## config.mk

```make
export PLATFORM = sky130hd
export DESIGN_NAME = stw_wake_timer
export DESIGN_NICKNAME = d
export VERILOG_FILES = /design/src/rtl/stw_pkg.sv /design/src/rtl/stw_sel_reg.sv /design/src/rtl/stw_len_decode.sv /design/src/rtl/stw_count.sv /design/src/rtl/stw_wake_timer.sv
export SDC_FILE = /design/constraint.sdc
export NUM_CORES = 1
export LEC_CHECK = 0
export CAP_MARGIN = 20
export CORE_ASPECT_RATIO = 1.75
export CORE_MARGIN = 8
export CORE_UTILIZATION = 53
export CTS_CLUSTER_SIZE = 16
export DETAILED_ROUTE_END_ITERATION = 12
export PLACE_DENSITY_LB_ADDON = 0.12
export SKIP_CTS_REPAIR_TIMING = 1
export SLEW_MARGIN = 10
export SYNTH_ARGS = -nofsm -noshare
export SYNTH_HDL_FRONTEND = slang
export SYNTH_SLANG_ARGS = --single-unit
export TNS_END_PERCENT = 10
```

## constraint.sdc

```tcl
create_clock -name clk -period 2.8 [get_ports clk]
set_input_delay 0.28 -clock clk [delete_from_list [all_inputs] [get_ports clk]]
set_output_delay 0.28 -clock clk [all_outputs]
set_load 0.05 [all_outputs]
```

## src/rtl/stw_pkg.sv

```systemverilog
package stw_pkg;
   typedef enum logic [1:0] {
      ST_RUN   = 2'd0,
      ST_STOP  = 2'd1,
      ST_COUNT = 2'd2
   } stw_state_e;

   localparam int unsigned SEL_FIELD_W = 4;
   localparam int unsigned SEL_CODES   = 1 << SEL_FIELD_W;
endpackage

```

## src/rtl/stw_sel_reg.sv

```systemverilog
module stw_sel_reg #(
   parameter int unsigned DATA_W    = 8,
   parameter int unsigned FIELD_W   = 4,
   parameter int unsigned RESET_VAL = 4
) (
   input  logic              clk,
   input  logic              rst_n,
   input  logic              wr_en,
   input  logic [DATA_W-1:0] wdata,
   output logic [FIELD_W-1:0] field_o,
   output logic [DATA_W-1:0] rdata
);
   localparam int unsigned PAD_W = DATA_W - FIELD_W;

   generate
      if (FIELD_W >= DATA_W) begin : g_bad_width
         $error("stw_sel_reg: FIELD_W must be narrower than DATA_W");
      end
      if (RESET_VAL >= (1 << FIELD_W)) begin : g_bad_reset
         $error("stw_sel_reg: RESET_VAL does not fit the field");
      end
   endgenerate

   logic [FIELD_W-1:0] field_q;

   always_ff @(posedge clk or negedge rst_n) begin
      if (!rst_n) field_q <= FIELD_W'(RESET_VAL);
      else if (wr_en) field_q <= wdata[FIELD_W-1:0];
   end

   assign field_o = field_q;
   assign rdata   = {{PAD_W{1'b0}}, field_q};

   assert_upper_read_zero_R2: assert property (@(posedge clk) disable iff (!rst_n)
      rdata[DATA_W-1:FIELD_W] == '0);

   assert_write_lands_R2: assert property (@(posedge clk) disable iff (!rst_n)
      wr_en |=> rdata[FIELD_W-1:0] == $past(wdata[FIELD_W-1:0]));
endmodule

```

## src/rtl/stw_len_decode.sv

```systemverilog
module stw_len_decode #(
   parameter int unsigned FIELD_W   = 4,
   parameter int unsigned MIN_EXP   = 14,
   parameter int unsigned NUM_CODES = 5,
   parameter int unsigned EXP_W     = 5
) (
   input  logic [FIELD_W-1:0] code_i,
   output logic [EXP_W-1:0]   exp_o
);
   localparam int unsigned N_ENTRIES = 1 << FIELD_W;
   localparam int unsigned MAX_EXP   = MIN_EXP + NUM_CODES - 1;

   generate
      if (NUM_CODES == 0 || NUM_CODES > N_ENTRIES) begin : g_bad_codes
         $error("stw_len_decode: NUM_CODES out of range");
      end
      if (MAX_EXP >= (1 << EXP_W)) begin : g_bad_exp
         $error("stw_len_decode: EXP_W too narrow");
      end
   endgenerate

   logic [EXP_W-1:0] table_w [N_ENTRIES];

   for (genvar gi = 0; gi < N_ENTRIES; gi++) begin : g_entry
      if (gi < NUM_CODES) begin : g_legal
         assign table_w[gi] = EXP_W'(MIN_EXP + gi);
      end else begin : g_clamp
         assign table_w[gi] = EXP_W'(MAX_EXP);
      end
   end

   assign exp_o = table_w[code_i];
endmodule

```

## src/rtl/stw_count.sv

```systemverilog
module stw_count #(
   parameter int unsigned MIN_EXP = 14,
   parameter int unsigned MAX_EXP = 18,
   parameter int unsigned EXP_W   = 5
) (
   input  logic             clk,
   input  logic             rst_n,
   input  logic             start_i,
   input  logic [EXP_W-1:0] exp_i,
   input  logic             active_i,
   input  logic             osc_run,
   output logic             done_o,
   output logic             pll_phase_o
);
   localparam int unsigned CNT_W = MAX_EXP + 1;

   generate
      if (MIN_EXP < 1) begin : g_bad_min
         $error("stw_count: MIN_EXP must be at least 1");
      end
   endgenerate

   logic [CNT_W-1:0] cnt_q;
   logic [EXP_W-1:0] exp_q;
   logic [CNT_W-1:0] last_w;
   logic [CNT_W-1:0] half_w;

   assign last_w = (CNT_W'(1) << exp_q) - CNT_W'(1);
   assign half_w = CNT_W'(1) << (exp_q - EXP_W'(1));

   always_ff @(posedge clk or negedge rst_n) begin
      if (!rst_n) begin
         cnt_q <= '0;
         exp_q <= EXP_W'(MAX_EXP);
      end else if (start_i) begin
         cnt_q <= '0;
         exp_q <= exp_i;
      end else if (active_i && osc_run) begin
         cnt_q <= cnt_q + CNT_W'(1);
      end
   end

   assign done_o      = active_i && osc_run && (cnt_q == last_w);
   assign pll_phase_o = active_i && (cnt_q < half_w);

   assert_hold_without_osc_R6: assert property (@(posedge clk) disable iff (!rst_n)
      (active_i && !osc_run && !start_i) |=> $stable(cnt_q));

   assert_exp_in_range_R4: assert property (@(posedge clk) disable iff (!rst_n)
      start_i |-> (exp_i >= EXP_W'(MIN_EXP) && exp_i <= EXP_W'(MAX_EXP)));

   assert_len_frozen_R9: assert property (@(posedge clk) disable iff (!rst_n)
      (active_i && !start_i) |=> $stable(exp_q));
endmodule

```

## src/rtl/stw_wake_timer.sv

```systemverilog
module stw_wake_timer #(
   parameter int unsigned DATA_W     = 8,
   parameter int unsigned MIN_EXP    = 14,
   parameter int unsigned NUM_CODES  = 5,
   parameter int unsigned RESET_CODE = 4
) (
   input  logic              clk,
   input  logic              rst_n,
   input  logic              bus_wr,
   input  logic [DATA_W-1:0] bus_wdata,
   output logic [DATA_W-1:0] bus_rdata,
   input  logic              stop_req,
   input  logic              wake_irq,
   input  logic              osc_run,
   output logic              clk_ready,
   output logic              ready_pulse,
   output logic              pll_phase
);
   import stw_pkg::*;

   localparam int unsigned MAX_EXP = MIN_EXP + NUM_CODES - 1;
   localparam int unsigned EXP_W   = $clog2(MAX_EXP + 1);

   stw_state_e           state_q, state_d;
   logic [SEL_FIELD_W-1:0] code_w;
   logic [EXP_W-1:0]     exp_w;
   logic                 start_w, active_w, done_w, pulse_q;

   stw_sel_reg #(
      .DATA_W   (DATA_W),
      .FIELD_W  (SEL_FIELD_W),
      .RESET_VAL(RESET_CODE)
   ) u_sel (
      .clk    (clk),
      .rst_n  (rst_n),
      .wr_en  (bus_wr),
      .wdata  (bus_wdata),
      .field_o(code_w),
      .rdata  (bus_rdata)
   );

   stw_len_decode #(
      .FIELD_W  (SEL_FIELD_W),
      .MIN_EXP  (MIN_EXP),
      .NUM_CODES(NUM_CODES),
      .EXP_W    (EXP_W)
   ) u_dec (
      .code_i(code_w),
      .exp_o (exp_w)
   );

   stw_count #(
      .MIN_EXP(MIN_EXP),
      .MAX_EXP(MAX_EXP),
      .EXP_W  (EXP_W)
   ) u_cnt (
      .clk        (clk),
      .rst_n      (rst_n),
      .start_i    (start_w),
      .exp_i      (exp_w),
      .active_i   (active_w),
      .osc_run    (osc_run),
      .done_o     (done_w),
      .pll_phase_o(pll_phase)
   );

   assign active_w = (state_q == ST_COUNT);
   assign start_w  = (state_q == ST_STOP) && wake_irq;

   always_comb begin
      state_d = state_q;
      unique case (state_q)
         ST_RUN:   if (stop_req) state_d = ST_STOP;
         ST_STOP:  if (wake_irq) state_d = ST_COUNT;
         ST_COUNT: if (done_w)   state_d = ST_RUN;
         default:  state_d = ST_RUN;
      endcase
   end

   always_ff @(posedge clk or negedge rst_n) begin
      if (!rst_n) begin
         state_q <= ST_RUN;
         pulse_q <= 1'b0;
      end else begin
         state_q <= state_d;
         pulse_q <= done_w;
      end
   end

   assign clk_ready   = (state_q == ST_RUN);
   assign ready_pulse = pulse_q;

   assert_stop_drops_ready_R5: assert property (@(posedge clk) disable iff (!rst_n)
      (clk_ready && stop_req) |=> !clk_ready);

   assert_ready_holds_R8: assert property (@(posedge clk) disable iff (!rst_n)
      (clk_ready && !stop_req) |=> clk_ready);

   assert_pulse_one_cycle_R8: assert property (@(posedge clk) disable iff (!rst_n)
      ready_pulse |=> !ready_pulse);

   assert_pulse_with_ready_R8: assert property (@(posedge clk) disable iff (!rst_n)
      ready_pulse |-> clk_ready);

   assert_pll_not_ready_R7: assert property (@(posedge clk) disable iff (!rst_n)
      pll_phase |-> !clk_ready);

   assert_wake_ignored_R11: assert property (@(posedge clk) disable iff (!rst_n)
      (clk_ready && wake_irq && !stop_req) |=> clk_ready);
endmodule

```

==> results.md <==
* Router iterations before antenna repair at 5
* # setup viols final at 1
* Layout cells sized above 1 at a little under a fifth
* Starting Density at 54.2%
* Fmax at between 300 and 400 MHz
* Final ANT Viol Nets at 0
* Synthesized instance count at 309
* Wirelength, routed at between 7 and 8 mm
* Mapped Area at 2650 um^2
* Largest net degree at the start of global routing at 31
* MaxCap Viol Count at 0
* Clock Path Buffers at 2
* Iteration-0 DRC Markers at between 100 and 150
* Number of buffers created by CTS at 5
* Most frequent cells after synthesis: nand2_1 (33), nor2_1 (33), dfrtp_1 (27), ha_1 (21), a21oi_1 (19)
* Hold crit path type: in -> async
* Gr busiest metal: met2
* Worst-Margin Slew at 0.507 ns
* Number of inserted diodes at 0
* Slowest Stage Delay on Critical Path at ~0.55 ns
* Cell Chain, Critical Path: nor2_4, ha_4, xor2_4, nor2_4, nand4_1, ha_4, a21oi_2, o21ai_2, a2111oi_4, a311oi_2, a21oi_4, buf_12
* Setup CP Type: reg -> out
* Die area at 7620 um^2
* Met3 GRT Util at 2.62%
* Crit path launch type: flip-flop
* Crit share post-route at 117%
* Power consumption at 0.00256 W
* Synth Flop Type: dfrtp_1
* Port bufs at 16
* Row count at 34
* Global routing usage on met2 at 34.5%
* Post-route DRC violation count at 0
* Ys async rst share at 100%
* Final instance area at roughly 3200 um^2
* Max-slew violations at 0
* Fillers at 420
* Avg Cell Area, Syn at approximately 8.6 um^2
* First-pass GRT wire length at between 10 and 15 mm
* GPL Wtd Cong at 0.896
* Cells after DPL at 382
* Top cell type's share of synthesized area at 25.5%
* Clock skew at 0.00299 ns
* Worst setup margin at -0.482 ns
* Post-DR vias/cell at 6.20
* Reg clk slew, reported paths at 0.06 ns
* GRT Overall Usage at a little under a fifth
* Die H at 110 um
* Root Driver: clkbuf_8
* Worst-Skew Late Latency at 0.28 ns
* Nets@finish at 370
* Synthesis warning total at 0
* Violated checks: setup timing
* Post-synth cell types at 67
* Worst-path maximum fanout at 4
* Tmin final at 3.28 ns
* Clk sinks at 30
* Leak at 1.38 nW
* Core footprint at 4890 um^2
* Hpwl dp at 5.36 mm
* Post-DR wirelength/cell at ~18 um
* Critical path required time at between 2 and 3 ns
* Number of flops mapped to enable cells by yosys at 0
* Met1 usage at 20.0%
* Unrepaired setup endpoints after global routing: yes
* Max H-tree Level at 2
* Vias at 2419
* Worst EP arrival at roughly 3.0 ns
* Die Span X at 69.5 um
* Synthesis-to-layout area growth at 19.1%
* Max-slew headroom at 66.1%
* I/O pin total at 25
* Final Hold Fails at 0
* Fin util at 64.6%
* Worst IR Drop VDD at 588 uV
* Area contributors post-synth: dfrtp_1 (25%), ha_1 (9.9%), nand2_1 (4.7%), nor2_1 (4.7%), a21oi_1 (3.6%)
* Final Non-Filler Cells at 390
* DP Worst Slack at -0.227 ns
* Pwr/cell area at 809 nW/um^2
* Area leader, netlist: dfrtp_1
* Initial antenna violation count at 0
* CP Capture Type: output port
* Status: finished with violations
* DP Area at between 2000 and 3000 um^2
* Critical path's slowest cell: dfstp_2
* Sequential fraction of the synthesis area at roughly 28%
* CTS tree: built
* Number of global-route vias before repair at 2456
* Grt ovf at 0
* Post-synthesis register bit count at 30
## final cells by class
type / instances / area, um^2 / area share [%]
flip-flops and latches: 30 / 754 / 23.9
inverters: 8 / 30.0 / 0.950
repair buffers: 34 / 305 / 9.66
multi-input cells: 256 / 1910 / 60.5
clock inverters: 1 / 5.00 / 0.158
clock buffers: 7 / 86.3 / 2.73
well taps: 54 / 67.6 / 2.14
## worst paths after layout
kind | startpoint | to | slack [ns] | cells past startpoint
min in group clk | u_sel.field_o[1] | u_cnt.exp_q[1] | 0.48 | 1
min | rst_n | u_cnt.cnt_q[11] | 0.38 | 2
max in group asynchronous | rst_n | u_sel.field_o[2] | 2.10 | 2
max reg2reg | u_cnt.exp_q[3] | ready_pulse | 0.12 | 9
max | u_cnt.exp_q[1] | pll_phase | -0.48 | 12
min reg2reg | u_sel.field_o[1] | u_cnt.exp_q[1] | 0.48 | 1
## logic make-up (layout without fill, tap and decap cells)
logic type / after synthesis / after routing / synth area share, %
muxes: 8 / 8 / 3.21
other: 2 / 6 / 0.283
DFF: 30 / 30 / 28.4
buffers and inverters: 27 / 50 / 5.66
xor gates and xnor gates: 19 / 19 / 6.55
adders and majority gates: 21 / 21 / 9.90
and+or+nand+nor: 145 / 145 / 31.4
AOI/OAI and AO/OA: 57 / 57 / 14.5
## through the flow
step	setup TNS, ns	hold slack [ns]
6_report	-0.482	0.377
5_1_grt	-0.672	0.417
4_1_cts	-0.532	0.394
3_5_place_dp	-0.227	0.473
3_3_place_gp	-0.169	0.472
2_1_floorplan	-0.0988	-0.0156
## placed cells by master (no fill, tap or decap), types with 5 or more instances in the layout
master	netlist	routed
o21ai_0	8	8
nand2_1	33	33
a21o_1	6	6
nand4_1	11	11
clkdlybuf4s50_1	0	15
nor4_1	5	5
buf_4	4	18
dfrtp_1	27	27
clkbuf_8	0	6
a21oi_1	19	17
conb_1	2	6
xnor2_1	8	8
inv_1	7	7
ha_1	21	17
xor2_1	10	10
nor2_1	33	31
and3_1	5	5
nand3_1	14	13
## layer usage
| layer | vias up | wire length (um) |
|---|---|---|
| met1 | 1164 | 2740 |
| li1 | 1177 | - |
| met2 | 56 | 3800 |
| met3 | 22 | 294 |
| met5 | - | 0 |
| met4 | 0 | 272 |
## registers in the layout, summed over array words and instances, names as in the netlist
signal and cells:
u_cnt.exp_q 4, state_q 2, u_cnt.cnt_q 19, u_sel.field_o 4
ready_pulse 1
## critical path: cells and delay by family, from the launching register on
kind / cells / cell delay [ns]
xor gates and xnor gates: 1 / 0.21
AOI/OAI and AO/OA: 5 / 0.97
and+or+nand+nor: 3 / 0.39
adders and majority gates: 2 / 0.44
DFF: 1 / 0.55
buffers and inverters: 1 / 0.15
## power breakdown
| group | leakage, nW | internal, W | switching, W |
|---|---|---|---|
| clock network | 0.0482 | 0.000198 | 0.000156 |
| logic | 0.938 | 0.000657 | 0.000948 |
| registers | 0.396 | 0.000509 | 0.0000884 |
No activity file was read; power rests on OpenSTA's default activity.
